$ cat src/rtl/gpio_regbank_pkg.sv
// Shared types and writable-mask rules for the GPIO register bank.
// Assumes byte-wide registers and four ports at fixed offsets.
package gpio_regbank_pkg;

    localparam int BYTE_W  = 8;
    localparam int NPORTS  = 4;
    localparam int PIDX_W  = $clog2(NPORTS);

    typedef enum logic [2:0] {
        K_NONE,
        K_OUT,
        K_MODE,
        K_DIR,
        K_PIN,
        K_SELA,
        K_SELB
    } reg_kind_e;

    typedef struct packed {
        reg_kind_e         kind;
        logic [PIDX_W-1:0] port;
    } reg_sel_t;

    // Bits a write may set for a given register; zero for read-only or unmapped.
    function automatic logic [BYTE_W-1:0] wr_mask(reg_kind_e k, logic [PIDX_W-1:0] p);
        logic [BYTE_W-1:0] m;
        unique case (k)
            K_OUT, K_DIR: m = (p == 2'd3) ? 8'h03 : 8'hFF;
            K_MODE:       m = (p == 2'd3) ? 8'h03 : ((p <= 2'd1) ? 8'h01 : 8'hFF);
            K_SELA:       m = 8'h03;
            K_SELB:       m = 8'h0F;
            default:      m = 8'h00;
        endcase
        return m;
    endfunction

endpackage

$ cat src/rtl/gpio_addr_dec.sv
// Offset decoder: maps a byte offset to a register kind and port index.
// Purely combinational; offsets outside the map give K_NONE.
module gpio_addr_dec
    import gpio_regbank_pkg::*;
(
    input  logic [7:0] addr,
    output reg_sel_t   sel
);

    // Decode the port group from the upper bits and the port from bits 2 and 0.
    always_comb begin
        sel.kind = K_NONE;
        sel.port = {addr[2], addr[0]};
        if (addr[4:3] == 2'b00 && addr[1] == 1'b0) begin
            unique case (addr[7:5])
                3'd0:    sel.kind = K_OUT;
                3'd1:    sel.kind = K_MODE;
                3'd3:    sel.kind = K_DIR;
                3'd4:    sel.kind = K_PIN;
                default: sel.kind = K_NONE;
            endcase
        end
        if (addr == 8'h44) sel.kind = K_SELA;
        if (addr == 8'h48) sel.kind = K_SELB;
    end

endmodule

$ cat src/rtl/gpio_in_sync.sv
// Multi-stage synchronizer for the asynchronous port inputs.
// Assumes each bit is sampled independently; no bus coherency implied.
module gpio_in_sync #(
    parameter int WIDTH       = 32,
    parameter int SYNC_STAGES = 2
) (
    input  logic             clk,
    input  logic             rst_n,
    input  logic [WIDTH-1:0] din,
    output logic [WIDTH-1:0] dout
);

    logic [WIDTH-1:0] stg [SYNC_STAGES];

    // Shift the inputs through the synchronizer chain.
    always_ff @(posedge clk) begin
        if (!rst_n) begin
            for (int i = 0; i < SYNC_STAGES; i++) stg[i] <= '0;
        end else begin
            stg[0] <= din;
            for (int i = 1; i < SYNC_STAGES; i++) stg[i] <= stg[i-1];
        end
    end

    assign dout = stg[SYNC_STAGES-1];

endmodule

$ cat src/rtl/gpio_port_regs.sv
// Output, mode and direction registers for one port.
// Write enables arrive already qualified (decode, size and mask checks passed).
module gpio_port_regs
    import gpio_regbank_pkg::*;
#(
    parameter int PORT_IDX = 0
) (
    input  logic              clk,
    input  logic              rst_n,
    input  logic              we_out,
    input  logic              we_mode,
    input  logic              we_dir,
    input  logic [BYTE_W-1:0] wdata,
    output logic [BYTE_W-1:0] out_q,
    output logic [BYTE_W-1:0] mode_q,
    output logic [BYTE_W-1:0] dir_q
);

    localparam logic [BYTE_W-1:0] MODE_RST = (PORT_IDX == 2) ? 8'hFF : 8'h00;
    localparam logic [PIDX_W-1:0] PID      = PIDX_W'(PORT_IDX);

    // Hold the three port registers, loading whichever one is enabled.
    always_ff @(posedge clk) begin
        if (!rst_n) begin
            out_q  <= '0;
            mode_q <= MODE_RST;
            dir_q  <= '0;
        end else begin
            if (we_out)  out_q  <= wdata;
            if (we_mode) mode_q <= wdata;
            if (we_dir)  dir_q  <= wdata;
        end
    end


    out_mask_chk: assert property (@(posedge clk) disable iff (!rst_n)
        (out_q & ~wr_mask(K_OUT, PID)) == '0);

    mode_mask_chk: assert property (@(posedge clk) disable iff (!rst_n)
        (mode_q & ~wr_mask(K_MODE, PID)) == '0);

    dir_mask_chk: assert property (@(posedge clk) disable iff (!rst_n)
        (dir_q & ~wr_mask(K_DIR, PID)) == '0);

endmodule

$ cat src/rtl/gpio_regbank.sv
// Top of the GPIO register bank: bus decode, legality checks, register
// storage, pin synchronizers and a registered one-cycle response.
// Assumes a single outstanding request per cycle on the byte bus.
module gpio_regbank
    import gpio_regbank_pkg::*;
#(
    parameter int SYNC_STAGES = 2
) (
    input  logic                     clk,
    input  logic                     rst_n,
    input  logic [7:0]               bus_addr,
    input  logic                     bus_rd,
    input  logic                     bus_wr,
    input  logic [1:0]               bus_size,
    input  logic [BYTE_W-1:0]        bus_wdata,
    output logic [BYTE_W-1:0]        bus_rdata,
    output logic                     bus_err,
    input  logic [NPORTS*BYTE_W-1:0] port_in,
    output logic [NPORTS*BYTE_W-1:0] port_out,
    output logic [NPORTS*BYTE_W-1:0] port_oe
);

    localparam logic [1:0] SZ_BYTE = 2'd0;

    reg_sel_t               sel;
    logic [BYTE_W-1:0]      mask;
    logic                   acc_err;
    logic                   wr_ok;
    logic [BYTE_W-1:0]      rd_val;
    logic [BYTE_W-1:0]      sel_a_q;
    logic [BYTE_W-1:0]      sel_b_q;
    logic [NPORTS*BYTE_W-1:0] pin_sync;
    logic [BYTE_W-1:0]      out_arr  [NPORTS];
    logic [BYTE_W-1:0]      mode_arr [NPORTS];
    logic [BYTE_W-1:0]      dir_arr  [NPORTS];

    gpio_addr_dec i_dec (
        .addr (bus_addr),
        .sel  (sel)
    );

    gpio_in_sync #(
        .WIDTH       (NPORTS*BYTE_W),
        .SYNC_STAGES (SYNC_STAGES)
    ) i_sync (
        .clk   (clk),
        .rst_n (rst_n),
        .din   (port_in),
        .dout  (pin_sync)
    );

    assign mask = wr_mask(sel.kind, sel.port);

    // Classify the current request as legal or failing.
    always_comb begin
        acc_err = 1'b0;
        if (bus_rd || bus_wr) begin
            if (sel.kind == K_NONE)       acc_err = 1'b1;
            if (bus_size != SZ_BYTE)      acc_err = 1'b1;
            if (bus_rd && bus_wr)         acc_err = 1'b1;
            if (bus_wr && (sel.kind == K_PIN || (bus_wdata & ~mask) != '0))
                acc_err = 1'b1;
        end
    end

    assign wr_ok = bus_wr && !bus_rd && !acc_err;

    for (genvar g = 0; g < NPORTS; g++) begin : g_port
        gpio_port_regs #(.PORT_IDX(g)) i_regs (
            .clk     (clk),
            .rst_n   (rst_n),
            .we_out  (wr_ok && sel.kind == K_OUT  && sel.port == PIDX_W'(g)),
            .we_mode (wr_ok && sel.kind == K_MODE && sel.port == PIDX_W'(g)),
            .we_dir  (wr_ok && sel.kind == K_DIR  && sel.port == PIDX_W'(g)),
            .wdata   (bus_wdata),
            .out_q   (out_arr[g]),
            .mode_q  (mode_arr[g]),
            .dir_q   (dir_arr[g])
        );
        assign port_out[g*BYTE_W +: BYTE_W] = out_arr[g];
        assign port_oe [g*BYTE_W +: BYTE_W] = dir_arr[g];
    end

    // Hold the two pin-function select registers.
    always_ff @(posedge clk) begin
        if (!rst_n) begin
            sel_a_q <= 8'h00;
            sel_b_q <= 8'h0F;
        end else if (wr_ok) begin
            if (sel.kind == K_SELA) sel_a_q <= bus_wdata;
            if (sel.kind == K_SELB) sel_b_q <= bus_wdata;
        end
    end

    // Select the register addressed by the current read.
    always_comb begin
        unique case (sel.kind)
            K_OUT:   rd_val = out_arr[sel.port];
            K_MODE:  rd_val = mode_arr[sel.port];
            K_DIR:   rd_val = dir_arr[sel.port];
            K_PIN:   rd_val = pin_sync[sel.port*BYTE_W +: BYTE_W];
            K_SELA:  rd_val = sel_a_q;
            K_SELB:  rd_val = sel_b_q;
            default: rd_val = '0;
        endcase
    end

    // Register the response one cycle after the strobe.
    always_ff @(posedge clk) begin
        if (!rst_n) begin
            bus_rdata <= '0;
            bus_err   <= 1'b0;
        end else begin
            bus_rdata <= (bus_rd && !acc_err) ? rd_val : '0;
            bus_err   <= acc_err;
        end
    end


    err_follows_req_chk: assert property (@(posedge clk) disable iff (!rst_n)
        bus_err |-> $past(bus_rd || bus_wr));

    err_rdata_zero_chk: assert property (@(posedge clk) disable iff (!rst_n)
        bus_err |-> bus_rdata == '0);

    bad_offset_hold_chk: assert property (@(posedge clk) disable iff (!rst_n)
        (bus_wr && sel.kind == K_NONE) |=> bus_err && $stable(port_out) && $stable(port_oe));

    bad_size_chk: assert property (@(posedge clk) disable iff (!rst_n)
        ((bus_rd || bus_wr) && bus_size != SZ_BYTE) |=> bus_err && $stable(port_out) && $stable(port_oe));

    pins_quiet_chk: assert property (@(posedge clk) disable iff (!rst_n)
        !bus_wr |=> $stable(port_out) && $stable(port_oe));

    rd_wr_clash_chk: assert property (@(posedge clk) disable iff (!rst_n)
        (bus_rd && bus_wr) |=> bus_err && $stable(port_out) && $stable(port_oe));

    sel_mask_chk: assert property (@(posedge clk) disable iff (!rst_n)
        (sel_a_q[7:2] == '0) && (sel_b_q[7:4] == '0));

endmodule

$ cat config.mk
export PLATFORM = sky130hd
export DESIGN_NAME = gpio_regbank
export DESIGN_NICKNAME = d
export VERILOG_FILES = /design/src/rtl/gpio_regbank_pkg.sv /design/src/rtl/gpio_addr_dec.sv /design/src/rtl/gpio_in_sync.sv /design/src/rtl/gpio_port_regs.sv /design/src/rtl/gpio_regbank.sv
export SDC_FILE = /design/constraint.sdc
export NUM_CORES = 1
export LEC_CHECK = 0
export BUFFER_PORTS_ARGS = -buffer_cell sky130_fd_sc_hd__buf_2
export CAP_MARGIN = 20
export CORE_MARGIN = 3
export CORE_UTILIZATION = 30
export DETAILED_ROUTE_END_ITERATION = 10
export PLACE_DENSITY_LB_ADDON = 0.3
export SLEW_MARGIN = 20
export SYNTH_ARGS = -nofsm -noshare
export SYNTH_HDL_FRONTEND = slang
export SYNTH_SLANG_ARGS = --single-unit
$ cat constraint.sdc
create_clock -name clk -period 3.6 [get_ports clk]
set_clock_uncertainty 0.15 [all_clocks]
set_input_delay 0.36 -clock clk [delete_from_list [all_inputs] [get_ports clk]]
set_output_delay 0.36 -clock clk [all_outputs]
set_load 0.005 [all_outputs]
# Word level (Yosys, flattened, before mapping)

Memory sizes are Yosys's and may differ from the RTL's.
Index checks and enable logic that the tools add are counted.

Bits in registers: 121
RAM bits: 64
Output and inout port bits: 73
Logic and storage cells: 102
Memories: 1

Magnitude comparators: 2
Equality and inequality tests: 14
Shift-type cells: 1
Muxes and demuxes: 27
Bitwise gates (word level): 6
Reductions and logical operators: 35

Memories:

| name       | words | bits a word | rd ports | clocked after memory_dff | write ports | line               | text |
|---|---|---|---|---|---|---|---|
| i_sync.stg | 2     | 32          | 2        | 0                        | 2           | gpio_in_sync.sv:13 | `logic [WIDTH-1:0] stg [SYNC_STAGES];` |

Operator list:

| operator             | number |
|---|---|
| $mux W8              | 9 |
| $mux W32             | 2 |
| $bmux W8 S2          | 3 |
| $pmux W8 S6          | 1 |
| $pmux W8 S4          | 1 |
| $shiftx A32 B6 Y8    | 1 |
| $logic_and A1 B1 Y1  | 21 |
| $eq A8 B7 Y1 const B | 2 |
| $eq A3 B3 Y1 const B | 4 |
| $pmux W3 S4          | 1 |
| $eq A3 B2 Y1 const B | 3 |
| $mux W3              | 3 |
| $and A8 B8 Y8        | 1 |
| $not A8 Y8           | 1 |
| $reduce_bool A8 Y1   | 1 |
| $mux W1              | 7 |
| $eq A3 B1 Y1 const B | 2 |
| $logic_not A3 Y1     | 2 |
| $reduce_and A2 Y1    | 3 |
| $eq A2 B2 Y1 const B | 2 |
| $logic_not A2 Y1     | 2 |
| $ge A3 B3 Y1 const B | 1 |
| $not A2 Y3           | 1 |
| $eq A2 B1 Y1 const B | 1 |
| 7 further kinds      | 10 |

# Logic depth before layout (Yosys ltp)

Depth after elaboration: 19
Depth in mapped cells: 7

# Cells and area by module

A second synthesis with hierarchy kept.

Cells, all modules: 697
Area, all modules: 8054.0 µm²

By module, submodules not included:

| module                                | times used | cells an instance | area an instance (µm²) |
|---|---|---|---|
| gpio_port_regs (g_port[0].i_regs ...) | 3          | 77                | 914.6 |
| gpio_regbank                          | 1          | 206               | 2277.2 |
| gpio_in_sync                          | 1          | 166               | 2031.9 |
| gpio_port_regs (g_port[2].i_regs)     | 1          | 77                | 893.4 |
| gpio_addr_dec                         | 1          | 17                | 107.6 |

# Least setup slack after synthesis

Ideal clock, no wire load.

Kind: input port to flip-flop
Start point: input port bus_addr[4]
End point: register g_port[3].i_regs.dir_q[2]
Setup time: 0.116 ns
Data arrival time: 2.213 ns
Required time: 3.334 ns
Slack: 1.122 ns
Stages: 6
Buffers on the path: 1
Path through: or4_4 > or4_4 > a22oi_4 > buf_6 > nand4_1 > and3_1

Longest elaborated chain between the ends: 19
Elaborated cells on any way between the ends: 30

RTL lines:

| what                                                | line                                       | text |
|---|---|---|
| start: declaration                                  | gpio_regbank.sv:11                         | `input logic [7:0] bus_addr,` |
| $logic_not A2 Y1                                    | gpio_addr_dec.sv:14                        | `if (addr[4:3] == 2'b00 && addr[1] == 1'b0) begin` |
| $logic_and A1 B1 Y1                                 | gpio_addr_dec.sv:14                        |  |
| $mux W3                                             | gpio_addr_dec.sv:14                        |  |
| $mux W3                                             | gpio_addr_dec.sv:23                        | `if (addr == 8'h44) sel.kind = K_SELA;` |
| $mux W3 *                                           | gpio_addr_dec.sv:24                        | `if (addr == 8'h48) sel.kind = K_SELB;` |
| $eq A3 B1 Y1 / $eq A3 B2 Y1 (equally long branches) | gpio_regbank_pkg.sv:27, gpio_regbank.sv:74 |  |
| $reduce_or A2 Y1                                    | gpio_regbank_pkg.sv:27                     | `unique case (k)` |
| $pmux W8 S4                                         | gpio_regbank_pkg.sv:27                     |  |
| [... 2 more ...]                                    | -                                          |  |
| $reduce_bool A8 Y1                                  | gpio_regbank.sv:61                         | `if (bus_wr && (sel.kind == K_PIN \|\| (bus_wdata & ~mask) != '0))` |
| $logic_or A1 B1 Y1                                  | gpio_regbank.sv:61                         |  |
| $logic_and A1 B1 Y1                                 | gpio_regbank.sv:61                         |  |
| $mux W1                                             | gpio_regbank.sv:61                         |  |
| $mux W1                                             | gpio_regbank.sv:57                         | `if (bus_rd \|\| bus_wr) begin` |
| $logic_not A1 Y1                                    | gpio_regbank.sv:66                         | `assign wr_ok = bus_wr && !bus_rd && !acc_err;` |
| $logic_and A1 B1 Y1                                 | gpio_regbank.sv:66                         |  |
| $logic_and A1 B1 Y1 * (2 in series)                 | gpio_regbank.sv:74                         | `.we_dir (wr_ok && sel.kind == K_DIR && sel.port == PIDX_W'(g)),` |
| end signal: assignment                              | gpio_port_regs.sv:31                       | `if (we_dir) dir_q <= wdata;` |
| end: declaration                                    | gpio_port_regs.sv:16                       | `output logic [BYTE_W-1:0] dir_q` |

Mark *: on every way between the ends. The rest lies on a longest branch, timed or not.
A chain may end at the register's enable or synchronous reset.

# Final worst setup path

Start point: input port bus_addr[2]
End point: register g_port[3].i_regs.dir_q[2]

Longest elaborated chain between the ends: 17
Elaborated cells on any way between the ends: 32

RTL lines:

| what                                                | line |
|---|---|
| $eq A8 B7 Y1                                        | gpio_addr_dec.sv:23 |
| $mux W3                                             | gpio_addr_dec.sv:23 |
| $mux W3                                             | gpio_addr_dec.sv:24 |
| $eq A3 B1 Y1 / $eq A3 B2 Y1 (equally long branches) | gpio_regbank_pkg.sv:27, gpio_regbank.sv:74 |
| $reduce_or A2 Y1                                    | gpio_regbank_pkg.sv:27 |
| $pmux W8 S4                                         | gpio_regbank_pkg.sv:27 |
| $not A8 Y8                                          | gpio_regbank.sv:61 |
| $and A8 B8 Y8                                       | gpio_regbank.sv:61 |
| $reduce_bool A8 Y1                                  | gpio_regbank.sv:61 |
| $logic_or A1 B1 Y1                                  | gpio_regbank.sv:61 |
| $logic_and A1 B1 Y1                                 | gpio_regbank.sv:61 |
| $mux W1                                             | gpio_regbank.sv:61 |
| $mux W1                                             | gpio_regbank.sv:57 |
| $logic_not A1 Y1                                    | gpio_regbank.sv:66 |
| $logic_and A1 B1 Y1                                 | gpio_regbank.sv:66 |
| $logic_and A1 B1 Y1                                 | gpio_regbank.sv:74 |
| $logic_and A1 B1 Y1 *                               | gpio_regbank.sv:74 |

Marked as above.

==> results.sh <==
export IMPL_whs_ns=0.105
export IMPL_core_area_um2=23800
export IMPL_pin_count=127
export IMPL_switching_share_pct=25.6
export IMPL_synth_top_cell_area_share_pct=50.6
export IMPL_hp_class="in2reg"
export IMPL_numCtsBuffers=17
export IMPL_crit_family="simple AND/OR/NAND/NOR gates"
export IMPL_synth_top_family_by_area="simple AND/OR/NAND/NOR gates"
export IMPL_comb_power_share_pct=5.4
export IMPL_syn_num_nets=703
export IMPL_switchingPower_uw=1110
export IMPL_synth_xor_area_share_pct=0.120
export IMPL_grt_usage_pct=15.6
export IMPL_tightestPinTransition_ns=0.836
export IMPL_synthTopCellsByArea="dfxtp_1 (51%), mux4_2 (9.8%), mux2i_1 (8.5%)"
export IMPL_synth_simple_area_share_pct=20.9
export IMPL_grt_max_degree=113
export IMPL_cp_start_kind="input pin"
export IMPL_grt_pass1_wl_um=31800
export IMPL_num_rows=56
export IMPL_cts_root_buffer="clkbuf_16"
export IMPL_syn_area_um2=7320
export IMPL_synthArstFlopShare_pct=0
export IMPL_routed_wl_um=20400
export IMPL_place_area_um2=8330
export IMPL_hold_start="bus_wdata[1]"
export IMPL_rr_startpoint="i_sync.stg[0][59]"
export IMPL_synth_seq_cells=185
export IMPL_h_tree_depth=4
export IMPL_ctsResizeCount=0
export IMPL_syn_inst=649
export IMPL_hold_viol=0
export IMPL_clk_pin_slew_ns=0.08
export IMPL_antennaDiodeCount=0
export IMPL_ys_flop_type="dfxtp_1"
export IMPL_path_cells="buf_2, buf_4, nor2b_1, o21ai_0, a211oi_1, nand4_1, and3_1"
export IMPL_dieArea_um2=26300
export IMPL_cts_tree="done"
export IMPL_internal_power_uw=3220
export IMPL_die_y_um=162
export IMPL_numClockSinks=185
export IMPL_dp_hpwl_um=14200
export IMPL_setup_viol=0
export IMPL_avgViaCountPerCell=4.85
export IMPL_nets=858
export IMPL_rsz0062_at_grt="false"
export IMPL_seqPwrFrac_pct=48.1
export IMPL_cts_max_path_buffers=2
export IMPL_tns_ns=0
export IMPL_fin_area_um2=9300
export IMPL_yosysTopAreaCell="dfxtp_1"
export IMPL_power_density_nw_per_um2=466
export IMPL_start_util_pct=30.8
export IMPL_synth_edf_count=0
export IMPL_via_count=5513
export IMPL_synth_compound_area_share_pct=8.00
export IMPL_cp_end_kind="flip-flop"
export IMPL_area_growth_pct=27.0
export IMPL_crit_start="bus_addr[2]"
export IMPL_gp_congestion=0.852
export IMPL_path_buf_inv=2
export IMPL_fillers=2344
export IMPL_slew_viol_final=0
export IMPL_period_share_pct=73.8
export IMPL_wl_per_cell_um=17.9
export IMPL_drive_above_1_share_pct=28.3
export IMPL_slowest_delay_ns=0.46
export IMPL_grt_pass1_vias=5396
export IMPL_firstDrtPassIters=4
export IMPL_clk_latency_ns=0.44
export IMPL_synth_adder_area_share_pct=0
export IMPL_final_common_cell="dfxtp_1"
export IMPL_antenna_found_initial=0
export IMPL_drc=0
export IMPL_synth_warnings=0
export IMPL_grt_overflow=0
export IMPL_cap_violations=0
export IMPL_avgSynthCellArea_um2=11.3
export IMPL_status="completed"
export IMPL_synth_mux_area_share_pct=18.3
export IMPL_hold_buffers=32
export IMPL_die_w_um=162
export IMPL_antenna_left=0
export IMPL_layout_common_cells="dfxtp_1 (185), buf_2 (125), nand2_1 (95)"
export IMPL_ys_seq_area_share_pct=50.6
export IMPL_cp_arrival_ns=2.83
export IMPL_fmax_mhz=377
export IMPL_ir_worst_vdd_mv=0.271
export IMPL_crit_slowest_cell="a211oi_1"
export IMPL_io_buffers=126
export IMPL_synth_distinct_cells=51
export IMPL_critPathMaxFanout=22
export IMPL_fin_crit_ns=2.66
export IMPL_p_leak_uw=0.00397
export IMPL_path_class="in2reg"
export IMPL_slew_headroom_pct=44.3
export IMPL_first_iter_violations=394
export IMPL_postCtsSetupRepairBufs=0
export IMPL_worstPathRequired_ns=3.78
export IMPL_clock_power_share_pct=46.5
==> cell usage after synthesis (all sizes together) (2+ instances only) <==
| cell type | n |
|---|---|
| and4 | 3 |
| o311ai | 5 |
| a22oi | 2 |
| a221oi | 8 |
| buf | 8 |
| nand2b | 4 |
| a31oi | 8 |
| a21o | 9 |
| nand3 | 2 |
| nand4 | 8 |
| and3 | 43 |
| mux2i | 62 |
| nor4 | 17 |
| clkbuf | 31 |
| a211o | 2 |
| and2 | 67 |
| a21oi | 10 |
| a22o | 7 |
| nor3b | 4 |
| o21ai | 9 |
| or4 | 3 |
| dfxtp | 185 |
| nor3 | 4 |
| nor2b | 3 |
| nand2 | 95 |
| nor2 | 8 |
| mux4 | 32 |
==> metrics by stage <==
step / utilization, % / worst slack, ns / power [µW] / std cells
2_1_floorplan: - / 1.12 / 2260 / 649
3_3_place_gp: 35.1 / 0.627 / 2340 / 1072
3_5_place_dp: 35.1 / 0.564 / 2340 / 1072
4_1_cts: 39.2 / 1.02 / 4380 / 1136
5_1_grt: 39.2 / 0.858 / 4480 / 1136
6_report: 39.2 / 0.944 / 4330 / 1136
==> worst register-to-register path: cells and delay by family, from the launching register on <==
kind	cells	cell delay (ns)
DFF	1	0.31
AOI/OAI and AO/OA	3	0.80
muxes	1	0.48
==> state kept, by name, summed over array words and instances, names as in the netlist <==
signal	flops
sel_a_q	8
g_port.i_regs.mode_q	32
g_port.i_regs.dir_q	32
i_sync.stg	64
g_port.i_regs.out_q	32
sel_b_q	8
bus_rdata	8
bus_err	1
==> cell type report <==
type | count | area (µm²) | share of cell area [%]
Clock inverter | 15 | 228 | 2.45
Tap cell | 319 | 399 | 4.29
Timing Repair Buffer | 175 | 1080 | 11.6
Multi-Input combinational cell | 425 | 3460 | 37.2
Clock buffer | 17 | 425 | 4.57
Sequential cell | 185 | 3700 | 39.8
==> layer usage <==
metal	vias up	wire, µm	GRT usage [%]
met5	-	0	0
met2	158	9410	24.3
met1	2681	9710	22.4
met3	16	1050	3.06
li1	2658	-	-
met4	0	186	4.03
==> final timing paths <==
path / slack [ns] / end / cells after the start
worst max-delay path: 0.94 / g_port[3].i_regs.dir_q[2] / 7
worst min-delay path: 0.11 / sel_b_q[1] / 3
worst max register to register: 1.71 / bus_rdata[3] / 4
worst min register to register: 0.29 / i_sync.stg[0][45] / 1
==> power groups by stage <==
stage               Clock (µW)  Combinational [µW]  Sequential (µW)
floorplan                    0                 127             2130
CTS                       2060                 234             2090
global route              2130                 256             2090
finish                    2020                 234             2080
detailed placement           0                 207             2130
global placement             0                 208             2130
==> cells by family (layout without fill, tap and decap cells) <==
family | after synthesis | in the layout
AOI/OAI and AO/OA | 66 | 66
buffers and inverters | 39 | 207
muxes | 94 | 94
xor gates and xnor gates | 1 | 1
and+or+nand+nor | 264 | 264
DFF | 185 | 185
Note: power is estimated with default switching activity, not from simulation.
